$ cat src/rtl/bm_pkg.sv
package bm_pkg;
  typedef enum logic [1:0] {
    SZ_LONG = 2'd0,
    SZ_WORD = 2'd1,
    SZ_BYTE = 2'd2,
    SZ_MBOX = 2'd3
  } bm_size_e;
endpackage

$ cat src/rtl/bm_size_ctl.sv
module bm_size_ctl
  import bm_pkg::*;
(
  input  logic     clk,
  input  logic     rst_n,
  input  logic [1:0] size_sel,
  input  logic     order_sel,
  input  logic     boundary,
  output bm_size_e act_size,
  output logic     act_order
);
  bm_size_e req_size;
  logic     req_order;

  // stage 1: capture request every edge
  always_ff @(posedge clk or negedge rst_n) begin
    if (!rst_n) begin
      req_size  <= SZ_LONG;
      req_order <= 1'b0;
    end else begin
      req_size  <= bm_size_e'(size_sel);
      req_order <= order_sel;
    end
  end

  // stage 2: apply only where no long word is partly collected
  always_ff @(posedge clk or negedge rst_n) begin
    if (!rst_n) begin
      act_size  <= SZ_LONG;
      act_order <= 1'b0;
    end else if (boundary) begin
      act_size  <= req_size;
      act_order <= req_order;
    end
  end
endmodule

$ cat src/rtl/bm_swap.sv
module bm_swap #(
  parameter int LANE_W = 9
) (
  input  logic [4*LANE_W-1:0] din,
  input  logic [1:0]          mode,
  output logic [4*LANE_W-1:0] dout
);
  localparam int LANES = 4;

  for (genvar i = 0; i < LANES; i++) begin : g_lane
    localparam int REV = LANES - 1 - i;
    localparam int HLF = i ^ 2;
    localparam int INH = i ^ 1;
    always_comb begin
      unique case (mode)
        2'd0:    dout[i*LANE_W +: LANE_W] = din[i*LANE_W   +: LANE_W];
        2'd1:    dout[i*LANE_W +: LANE_W] = din[REV*LANE_W +: LANE_W];
        2'd2:    dout[i*LANE_W +: LANE_W] = din[HLF*LANE_W +: LANE_W];
        default: dout[i*LANE_W +: LANE_W] = din[INH*LANE_W +: LANE_W];
      endcase
    end
  end
endmodule

$ cat src/rtl/bm_packer.sv
module bm_packer
  import bm_pkg::*;
#(
  parameter int LANE_W = 9
) (
  input  logic                clk,
  input  logic                rst_n,
  input  bm_size_e            act_size,
  input  logic                act_order,
  input  logic [1:0]          swap_sel,
  input  logic                in_valid,
  output logic                in_ready,
  input  logic [4*LANE_W-1:0] in_data,
  output logic                out_valid,
  input  logic                out_ready,
  output logic [4*LANE_W-1:0] out_data,
  output logic                out_mbox,
  output logic                boundary,
  output logic [4*LANE_W-1:0] merged,
  output logic [1:0]          cur_swap,
  input  logic [4*LANE_W-1:0] swapped
);
  localparam int W  = 4 * LANE_W;
  localparam int HW = 2 * LANE_W;

  logic [1:0]   cnt, cnt_next, last_idx, slot, swap_q;
  logic [W-1:0] acc;
  logic         accept, last;

  assign in_ready = !out_valid || out_ready;
  assign accept   = in_valid && in_ready;

  always_comb begin
    unique case (act_size)
      SZ_WORD: last_idx = 2'd1;
      SZ_BYTE: last_idx = 2'd3;
      default: last_idx = 2'd0;
    endcase
  end

  assign slot     = act_order ? (last_idx - cnt) : cnt;
  assign last     = (cnt == last_idx);
  assign cur_swap = (cnt == 2'd0) ? swap_sel : swap_q;

  always_comb begin
    merged = acc;
    unique case (act_size)
      SZ_WORD: begin
        if (slot[0]) merged[W-1:HW] = in_data[HW-1:0];
        else         merged[HW-1:0] = in_data[HW-1:0];
      end
      SZ_BYTE: merged[slot*LANE_W +: LANE_W] = in_data[LANE_W-1:0];
      default: merged = in_data;
    endcase
  end

  always_comb begin
    cnt_next = cnt;
    if (accept) cnt_next = last ? 2'd0 : cnt + 2'd1;
  end
  assign boundary = (cnt_next == 2'd0);

  always_ff @(posedge clk or negedge rst_n) begin
    if (!rst_n) begin
      cnt    <= '0;
      acc    <= '0;
      swap_q <= '0;
    end else if (accept) begin
      cnt <= cnt_next;
      acc <= merged;
      if (cnt == 2'd0) swap_q <= swap_sel;
    end
  end

  always_ff @(posedge clk or negedge rst_n) begin
    if (!rst_n) begin
      out_valid <= 1'b0;
      out_data  <= '0;
      out_mbox  <= 1'b0;
    end else if (accept && last) begin
      out_valid <= 1'b1;
      out_data  <= swapped;
      out_mbox  <= (act_size == SZ_MBOX);
    end else if (out_ready) begin
      out_valid <= 1'b0;
      out_mbox  <= 1'b0;
    end
  end
endmodule

$ cat src/rtl/bm_bus_matcher.sv
module bm_bus_matcher
  import bm_pkg::*;
#(
  parameter int LANE_W = 9
) (
  input  logic                clk,
  input  logic                rst_n,
  input  logic [1:0]          size_sel,
  input  logic                order_sel,
  input  logic [1:0]          swap_sel,
  input  logic                in_valid,
  output logic                in_ready,
  input  logic [4*LANE_W-1:0] in_data,
  output logic                out_valid,
  input  logic                out_ready,
  output logic [4*LANE_W-1:0] out_data,
  output logic                out_mbox
);
  localparam int W = 4 * LANE_W;

  bm_size_e     act_size;
  logic         act_order, boundary;
  logic [W-1:0] merged, swapped;
  logic [1:0]   cur_swap;

  bm_size_ctl u_ctl (
    .clk(clk), .rst_n(rst_n), .size_sel(size_sel), .order_sel(order_sel),
    .boundary(boundary), .act_size(act_size), .act_order(act_order)
  );

  bm_packer #(.LANE_W(LANE_W)) u_pack (
    .clk(clk), .rst_n(rst_n), .act_size(act_size), .act_order(act_order),
    .swap_sel(swap_sel), .in_valid(in_valid), .in_ready(in_ready),
    .in_data(in_data), .out_valid(out_valid), .out_ready(out_ready),
    .out_data(out_data), .out_mbox(out_mbox), .boundary(boundary),
    .merged(merged), .cur_swap(cur_swap), .swapped(swapped)
  );

  bm_swap #(.LANE_W(LANE_W)) u_swap (
    .din(merged), .mode(cur_swap), .dout(swapped)
  );
endmodule

$ cat config.mk
export PLATFORM = sky130hd
export DESIGN_NAME = bm_bus_matcher
export DESIGN_NICKNAME = d
export VERILOG_FILES = /design/src/rtl/bm_pkg.sv /design/src/rtl/bm_size_ctl.sv /design/src/rtl/bm_swap.sv /design/src/rtl/bm_packer.sv /design/src/rtl/bm_bus_matcher.sv
export SDC_FILE = /design/constraint.sdc
export NUM_CORES = 1
export LEC_CHECK = 0
export CAP_MARGIN = 10
export CELL_PAD_IN_SITES_DETAIL_PLACEMENT = 1
export CELL_PAD_IN_SITES_GLOBAL_PLACEMENT = 1
export CORE_MARGIN = 2
export CORE_UTILIZATION = 46
export CTS_CLUSTER_DIAMETER = 80
export CTS_CLUSTER_SIZE = 10
export DETAILED_ROUTE_END_ITERATION = 8
export PLACE_DENSITY_LB_ADDON = 0.1
export SLEW_MARGIN = 20
export SYNTH_ARGS = -nofsm -noshare
export SYNTH_HDL_FRONTEND = slang
export SYNTH_SLANG_ARGS = --single-unit
$ cat constraint.sdc
create_clock -name clk -period 6.41 [get_ports clk]
set_input_delay 1.282 -clock clk [delete_from_list [all_inputs] [get_ports clk]]
set_output_delay 1.282 -clock clk [all_outputs]
set_load 0.1 [all_outputs]
==> impl_metrics.py, run 1 <==
metrics = {
    "status": {
        "status": "complete, no violations",
    },
    "cells_and_area": {
        "final_common_cell": "nand2_1",
        "antennaDiodeCount": 0,
        "multi_input_area_sq_um": 4220,
        "drive_gt1_frac": 0.0999,
        "nFillCells": 1722,
        "layout_common_cells": "96 x nand2_1, 84 x dfrtp_1, 82 x clkdlybuf4s50_1, 63 x o21ai_0, 48 x nor2_1",
        "fin_cells": 1035,
        "area_growth_pct": 17.0,
        "regArea_sq_um": 2100,
        "final_nets": 899,
        "final_area_sq_um": 7820,
    },
    "place": {
        "dp.cells": 1019,
        "placed_area_sq_um": 7520,
        "gp_congestion": 0.980,
        "dpl.hpwl_um": 20800,
        "port_buffers": 83,
        "place_ws_ns": 1.76,
    },
    "critical_path": {
        "rrSetupSlack_ns": 1.55,
        "critical_path.most_common_cell": "ha_1",
        "crit_arrival_ns": 5.14,
        "crit_family": "compound AO/OA/AOI/OAI gates",
        "cp_max_fo": 31,
        "reg2reg_depth": 13,
        "path_buf_inv": 2,
        "critPathCaptureType": "flip-flop",
        "crit_path_max_incr_delay_ns": 0.54,
        "cp_slowest_cell": "a21boi_2",
        "regToRegStartpoint": "u_ctl.act_size[0]",
        "r2r_end": "u_pack.out_data[11]",
        "crit_chain": "inv_1, ha_2, ha_1, nand2_1, buf_4, nand2_2, ha_1, nor3b_1, a21boi_2, a32oi_1, a31oi_1, o21ai_0, a21oi_1",
        "crit_required_ns": 6.69,
        "path_class": "flip-flop to flip-flop",
        "cp-start-kind": "flip-flop",
    },
    "floorplan": {
        "placeableCoreArea_sq_um": 14400,
        "boundaryPins": 84,
        "die_area_sq_um": 15500,
        "fp.dieH_um": 125,
        "fp-row-count": 44,
        "initial_core_util": 0.465,
        "die_w_um": 125,
    },
    "clocking": {
        "post_cts_buffers": 0,
        "cts_tree": "built",
        "clk_latency_ns": 0.37,
        "htree_levels": 3,
        "post_cts_resized": 0,
        "cts_sinks": 84,
        "ctsLongestPathBuffers": 2,
        "clk_pin_slew_worst_paths_ns": 0.06,
        "cts_buffers": 9,
        "hold_buffers": 0,
        "cts_root_buf": "clkbuf_16",
    },
    "timing": {
        "fin_crit_ns": 4.86,
        "finalHoldViolations": 0,
        "slew_headroom": 0.274,
        "finalCritPeriodShare": 0.759,
        "rsz0062_at_grt": "no",
        "setup_slack_ns": 1.55,
        "setup_viol": 0,
        "worst_pin_slew_ns": 1.09,
        "timing.fmax_ghz": 0.206,
        "clock-skew-final_ns": 0.0127,
        "finalMaxSlewViolations": 0,
        "tns_ns": 0,
    },
    "synth": {
        "netlist_area_sq_um": 6680,
        "synth_edf_count": 0,
        "ys_seq_area_frac": 0.314,
        "yosys.cell_types.count": 91,
        "ys.warnings.count": 0,
        "syn_inst": 815,
        "syn_area_per_cell_sq_um": 8.20,
        "async_flop_share": 1.00,
        "synth-seq-cells": 84,
        "synth_flop_cell": "dfrtp_1",
        "syn_nets": 868,
    },
    "global_routing": {
        "grt_pass1_wl_um": 46600,
        "grt-ovfl-total": 0,
        "antenna_found_initial": 0,
        "grt_max_degree": 58,
        "grtUsageTotal": 0.386,
        "grt_pass1_vias": 7857,
    },
    "drt": {
        "first_pass_iters": 5,
        "vias_per_cell": 7.37,
        "drt_iter0_markers": 1008,
        "vias": 7624,
        "ant_nets": 0,
        "drc": 0,
        "wire_per_inst_um": 29.1,
        "drt_wl_total_um": 30200,
    },
    "min_path": {
        "min_to": "u_ctl.act_order",
        "hp-class": "flip-flop to flip-flop",
        "min_path_cells": 1,
        "hold_path.startpoint": "u_ctl.req_order",
    },
    "run": {
        "maxCapViolCount": 0,
    },
}
==> kinds of logic after synthesis <==
family                   synth area share
AO/OA/AOI/OAI                       0.351
XOR/XNOR                          0.00506
adder cells (fa/ha/maj)            0.0150
buffers and inverters              0.0573
flip-flops                          0.314
multiplexers                       0.0526
AND/OR/NAND/NOR                     0.205
==> per-stage QoR <==
| step | utilization | hold WS [ns] |
|---|---|---|
| after CTS | 0.544 | 0.486 |
| after global placement | 0.523 | 0.458 |
| after floorplan | - | 0.454 |
| final | 0.544 | 0.484 |
| after detailed placement | 0.523 | 0.478 |
| after global routing | 0.544 | 0.507 |
==> flip-flops by register name, summed over array words and instances, names as in the netlist <==
register          count
u_ctl.act_size        2
u_pack.cnt            2
u_pack.acc           36
u_ctl.req_order       1
u_pack.out_mbox       1
u_ctl.req_size        2
u_ctl.act_order       1
u_pack.out_valid      1
u_pack.out_data      36
u_pack.swap_q         2
==> how the worst max path moves through the flow <==
| stage | to | startpoint | cells past startpoint |
|---|---|---|---|
| 4_1_cts | u_pack.out_data[11] | u_ctl.act_size[0] | 13 |
| 2_1_floorplan | u_pack.out_data[13] | out_ready | 8 |
| 6_report | u_pack.out_data[11] | u_ctl.act_size[0] | 13 |
| 3_3_place_gp | in_ready | out_ready | 3 |
| 5_1_grt | u_pack.out_data[11] | u_ctl.act_size[0] | 13 |
| 3_5_place_dp | u_pack.out_data[11] | u_ctl.act_size[0] | 13 |
==> per-layer routing <==
metal,up-vias,part of all wire,GRT usage
li1,3220,-,-
met3,128,0.091,0.0597
met4,0,0.062,0.235
met5,-,0,0
met1,3772,0.39,0.498
met2,504,0.46,0.610
==> layout make-up <==
| class | count | share of cell area |
|---|---|---|
| multi-input cells | 644 | 0.540 |
| inverters | 12 | 0.00576 |
| well taps | 184 | 0.0294 |
| flip-flops and latches | 84 | 0.269 |
| repair buffers | 95 | 0.117 |
| clock buffers | 10 | 0.0306 |
| clock inverters | 6 | 0.00816 |
==> worst reg2reg max path, stage by stage, from the launching register on <==
cell,delay [ns]
dfrtp_1,0.39
inv_1,0.07
ha_2,0.47
ha_1,0.47
nand2_1,0.15
buf_4,0.36
nand2_2,0.27
ha_1,0.48
nor3b_1,0.53
a21boi_2,0.54
a32oi_1,0.20
a31oi_1,0.43
o21ai_0,0.21
a21oi_1,0.20
==> Yosys cell counts (10+ instances only) <==
| cell type | count | area (sq um) |
|---|---|---|
| clkbuf_1 | 46 | 173 |
| nand3_1 | 41 | 205 |
| a21o_1 | 10 | 75.1 |
| o31ai_1 | 11 | 82.6 |
| a31oi_1 | 26 | 163 |
| nand2_1 | 97 | 364 |
| mux2_2 | 23 | 259 |
| dfrtp_1 | 84 | 2100 |
| o2111ai_1 | 11 | 96.3 |
| a21oi_1 | 44 | 220 |
| buf_2 | 12 | 60.1 |
| o21ai_0 | 63 | 315 |
| buf_1 | 10 | 37.5 |
| inv_1 | 10 | 37.5 |
| nand2b_1 | 14 | 87.6 |
| nor2_1 | 49 | 184 |
| o22ai_1 | 27 | 169 |
| nor3_1 | 25 | 125 |
| a32oi_1 | 18 | 158 |
Power of run 1 is left out: the tool's default activity adds up to more than one toggle a clock period on the data nets, which glitch-free logic cannot reach.
==> run 2, diff against run 1 <==
CORE_UTILIZATION = 43   (was 46)
clock period = 4.91 ns   (was 6.41 ns; I/O delays follow)
==> run 2 against run 1 <==
  * Hold slack lost 0.0010 ns
  * Critical endpoint is now u_pack.out_data[31]
  * Die area grew 6.8%
  * Global-route usage shrank 0.65 points
  * Non-clock buffer count grew 10
  * Count of clock-buffer cells in the layout is the same
  * Cell count grew 1.4%
  * Critical path depth is the same
==> impl_metrics.py, run 2 (synthesis gave the netlist of run 1 again) <==
metrics = {
    "floorplan": {
        "fp-row-count": 45,
        "placeableCoreArea_sq_um": 15200,
        "boundaryPins": 84,
        "initial_core_util": 0.440,
        "fp.dieH_um": 129,
        "die_area_sq_um": 16600,
        "die_w_um": 129,
    },
    "drt": {
        "vias_per_cell": 7.32,
        "vias": 7680,
        "drt_wl_total_um": 31000,
        "wire_per_inst_um": 29.5,
        "drc": 0,
        "first_pass_iters": 6,
        "drt_iter0_markers": 893,
        "ant_nets": 0,
    },
    "min_path": {
        "hp-class": "flip-flop to flip-flop",
        "min_path_cells": 1,
    },
    "timing": {
        "slew_headroom": 0.324,
        "finalMaxSlewViolations": 0,
        "fin_crit_ns": 4.38,
        "rsz0062_at_grt": "no",
        "finalCritPeriodShare": 0.893,
        "finalHoldViolations": 0,
        "setup_viol": 0,
        "tns_ns": 0,
        "timing.fmax_ghz": 0.228,
        "clock-skew-final_ns": 0.0113,
        "worst_pin_slew_ns": 1.01,
    },
    "cells_and_area": {
        "drive_gt1_frac": 0.110,
        "final_nets": 909,
        "final_common_cell": "nand2_1",
        "antennaDiodeCount": 0,
        "area_growth_pct": 18.4,
        "reg_top3": "u_pack.acc (36), u_pack.out_data (36)",
        "multi_input_area_sq_um": 4220,
        "regArea_sq_um": 2100,
        "layout_common_cells": "96 x nand2_1, 84 x dfrtp_1, 81 x clkdlybuf4s50_1, 63 x o21ai_0, 48 x nor2_1",
        "fin_cells": 1049,
        "nFillCells": 1784,
    },
    "clocking": {
        "htree_levels": 3,
        "cts_root_buf": "clkbuf_16",
        "cts_tree": "built",
        "ctsLongestPathBuffers": 2,
        "clk_pin_slew_worst_paths_ns": 0.07,
        "hold_buffers": 0,
        "post_cts_resized": 0,
        "post_cts_buffers": 0,
        "cts_buffers": 9,
        "clk_latency_ns": 0.36,
        "cts_sinks": 84,
    },
    "status": {
        "status": "complete, no violations",
    },
    "place": {
        "gp_congestion": 0.967,
        "dpl.hpwl_um": 21000,
        "dp.cells": 1033,
        "port_buffers": 83,
    },
    "critical_path": {
        "critPathCaptureType": "flip-flop",
        "path_class": "flip-flop to flip-flop",
        "crit_cells": 13,
        "critical_path.most_common_cell": "ha_1",
        "cp-start-kind": "flip-flop",
        "reg2reg_depth": 13,
        "cp_slowest_cell": "a21boi_2",
        "crit_family": "compound AO/OA/AOI/OAI gates",
        "path_buf_inv": 1,
        "crit_required_ns": 5.19,
        "crit_chain": "inv_1, ha_2, ha_1, xor2_2, nand2_1, xnor2_1, ha_1, nor3b_1, a21boi_2, a32oi_1, a31oi_1, o21ai_0, o211ai_1",
        "cp_max_fo": 8,
        "crit_arrival_ns": 4.67,
        "crit_path_max_incr_delay_ns": 0.56,
    },
    "global_routing": {
        "grt-ovfl-total": 0,
        "grt_max_degree": 65,
        "grt_pass1_vias": 7747,
        "grt_pass1_wl_um": 47100,
        "grtUsageTotal": 0.380,
        "antenna_found_initial": 0,
    },
    "run": {
        "maxCapViolCount": 0,
    },
}
run 2: cell count changes in the layout (fill, tap and decap cells not counted):
cell | previous run | this run
clkbuf_1 | 0 | 1
clkdlybuf4s50_1 | 82 | 81
clkinv_2 | 2 | 1
clkbuf_8 | 1 | 0
bufinv_16 | 1 | 2
buf_4 | 13 | 24
run 2: area by class of cell:
cell class / count / share of cell area
clock buffer: 10 / 0.0289
timing repair buffer: 105 / 0.125
multi-input combinational: 644 / 0.533
sequential: 84 / 0.266
tap: 188 / 0.0297
inverter: 12 / 0.00569
clock inverter: 6 / 0.0112
run 2: path summary, 6_finish.rpt:
check	from	end	slack (ns)
setup reg to reg	u_ctl.act_size[0]	u_pack.out_data[31]	0.53
max in group asynchronous	rst_n	u_pack.out_data[9]	3.25
setup / recovery	u_ctl.act_size[0]	u_pack.out_data[31]	0.53
hold reg to reg	u_ctl.req_order	u_ctl.act_order	0.48
hold / removal	u_ctl.req_order	u_ctl.act_order	0.48
min in group asynchronous	rst_n	u_pack.acc[1]	0.63
run 2: per-layer routing:
| metal | up-vias | global-route usage | share of wire |
|---|---|---|---|
| met2 | 468 | 0.594 | 0.45 |
| li1 | 3243 | - | - |
| met5 | - | 0 | 0 |
| met3 | 118 | 0.0590 | 0.086 |
| met1 | 3851 | 0.500 | 0.40 |
| met4 | 0 | 0.220 | 0.056 |
run 2: stage by stage:
step                      hold WS [ns]  instance area [sq um]  worst slack [ns]  utilization
final                            0.483                   7910             0.528        0.520
after global routing             0.509                   7910             0.236        0.520
after CTS                        0.484                   7910             0.625        0.520
after detailed placement         0.472                   7590             0.654        0.500
after global placement           0.457                   7590             0.852        0.500
after floorplan                  0.454                   6680              1.43            -
Power of run 2 is left out for the same reason.
==> run 3, diff against run 2 <==
CORE_UTILIZATION = 44   (was 43)
CTS_BUF_LIST = sky130_fd_sc_hd__clkbuf_4   (was not set)
==> run 3 against run 2 <==
  * Maximum frequency shrank 0.51%
  * Global-route usage is essentially flat
  * Critical path depth shrank 1
  * Worst setup slack lost 0.023 ns
  * Count of clock-buffer cells in the layout shrank 1
  * First-iteration DRC count grew 3.7%
  * Clock skew grew 0.0025 ns
==> impl_metrics.py, run 3 (synthesis gave the netlist of run 1 again) <==
metrics = {
    "floorplan": {
        "boundaryPins": 84,
        "initial_core_util": 0.445,
        "placeableCoreArea_sq_um": 15000,
        "fp-row-count": 45,
        "die_area_sq_um": 16200,
        "fp.dieH_um": 127,
        "die_w_um": 127,
    },
    "place": {
        "dpl.hpwl_um": 21300,
        "gp_congestion": 1.01,
        "place_ws_ns": 0.622,
        "dp.cells": 1037,
        "port_buffers": 83,
    },
    "drt": {
        "drc": 0,
        "drt_wl_total_um": 30800,
        "vias_per_cell": 7.37,
        "vias": 7766,
        "ant_nets": 0,
        "wire_per_inst_um": 29.2,
        "first_pass_iters": 5,
        "drt_iter0_markers": 926,
    },
    "global_routing": {
        "grt_pass1_vias": 7725,
        "grt-ovfl-total": 0,
        "grt_pass1_wl_um": 46700,
        "antenna_found_initial": 1,
        "grt_max_degree": 65,
        "grtUsageTotal": 0.380,
    },
    "clocking": {
        "ctsLongestPathBuffers": 2,
        "cts_sinks": 84,
        "post_cts_resized": 0,
        "hold_buffers": 0,
        "post_cts_buffers": 0,
        "cts_tree": "built",
        "clk_latency_ns": 0.50,
        "clk_pin_slew_worst_paths_ns": 0.16,
        "cts_buffers": 9,
        "htree_levels": 3,
        "cts_root_buf": "clkbuf_4",
    },
    "timing": {
        "setup_viol": 0,
        "tns_ns": 0,
        "finalMaxSlewViolations": 0,
        "rsz0062_at_grt": "no",
        "timing.fmax_ghz": 0.227,
        "clock-skew-final_ns": 0.0137,
        "finalHoldViolations": 0,
        "slew_headroom": 0.322,
        "finalCritPeriodShare": 0.897,
        "setup_slack_ns": 0.505,
        "fin_crit_ns": 4.41,
        "worst_pin_slew_ns": 1.01,
    },
    "cells_and_area": {
        "reg_top3": "u_pack.acc (36), u_pack.out_data (36)",
        "drive_gt1_frac": 0.113,
        "final_nets": 913,
        "final_common_cell": "nand2_1",
        "multi_input_area_sq_um": 4230,
        "area_growth_pct": 16.0,
        "layout_common_cells": "96 x nand2_1, 84 x dfrtp_1, 81 x clkdlybuf4s50_1, 63 x o21ai_0, 48 x nor2_1",
        "nFillCells": 1828,
        "fin_cells": 1054,
        "regArea_sq_um": 2100,
    },
    "critical_path": {
        "crit_required_ns": 5.33,
        "crit_arrival_ns": 4.82,
        "path_class": "flip-flop to flip-flop",
        "cp-start-kind": "flip-flop",
        "critPathCaptureType": "flip-flop",
        "cp_max_fo": 14,
    },
    "run": {
        "maxCapViolCount": 0,
    },
    "status": {
        "status": "complete, no violations",
    },
    "min_path": {
        "hp-class": "flip-flop to flip-flop",
    },
}
[run 3: area by class of cell]
| class | instances | area share |
|---|---|---|
| Clock buffer | 9 | 0.00871 |
| Clock inverter | 7 | 0.00645 |
| Timing Repair Buffer | 109 | 0.132 |
| Inverter | 12 | 0.00581 |
| Antenna cell | 1 | 0.000323 |
| Sequential cell | 84 | 0.271 |
| Tap cell | 188 | 0.0303 |
| Multi-Input combinational cell | 644 | 0.546 |
[run 3: path summary, 6_finish.rpt]
check                           slack (ns)         startpoint             endpoint  depth (start not counted)
worst max-delay path                  0.50  u_ctl.act_size[0]  u_pack.out_data[33]                         12
max in group asynchronous             3.48              rst_n        u_pack.acc[2]                          2
worst min-delay path                  0.50  u_ctl.req_size[0]    u_ctl.act_size[0]                          1
worst max register to register        0.50  u_ctl.act_size[0]  u_pack.out_data[33]                         12
worst min register to register        0.50  u_ctl.req_size[0]    u_ctl.act_size[0]                          1
min in group asynchronous             0.54              rst_n        u_pack.acc[1]                          1
[run 3: metal layers]
layer,GRT usage,up-vias,wire [um]
li1,-,3247,-
met2,0.601,508,14000
met1,0.500,3880,12400
met4,0.206,0,1710
met5,0,-,0
met3,0.0611,131,2650
[run 3: worst max-delay path, stage by stage (launching register included)]
cell	delay, ns
dfrtp_1	0.44
inv_1	0.08
ha_2	0.29
ha_1	0.61
nand2_1	0.21
nand2_2	0.31
ha_1	0.39
nor3b_1	0.50
a21boi_2	0.52
a32oi_1	0.23
a31oi_1	0.38
o22ai_1	0.13
o31ai_1	0.24
[run 3: metrics by stage]
stage / util / cell area [sq um] / hold WS (ns)
CTS: 0.516 / 7750 / 0.506
floorplan: - / 6680 / 0.454
finish: 0.516 / 7750 / 0.500
global route: 0.516 / 7750 / 0.520
global placement: 0.508 / 7630 / 0.459
detailed placement: 0.508 / 7630 / 0.474
Power of run 3 is left out for the same reason.
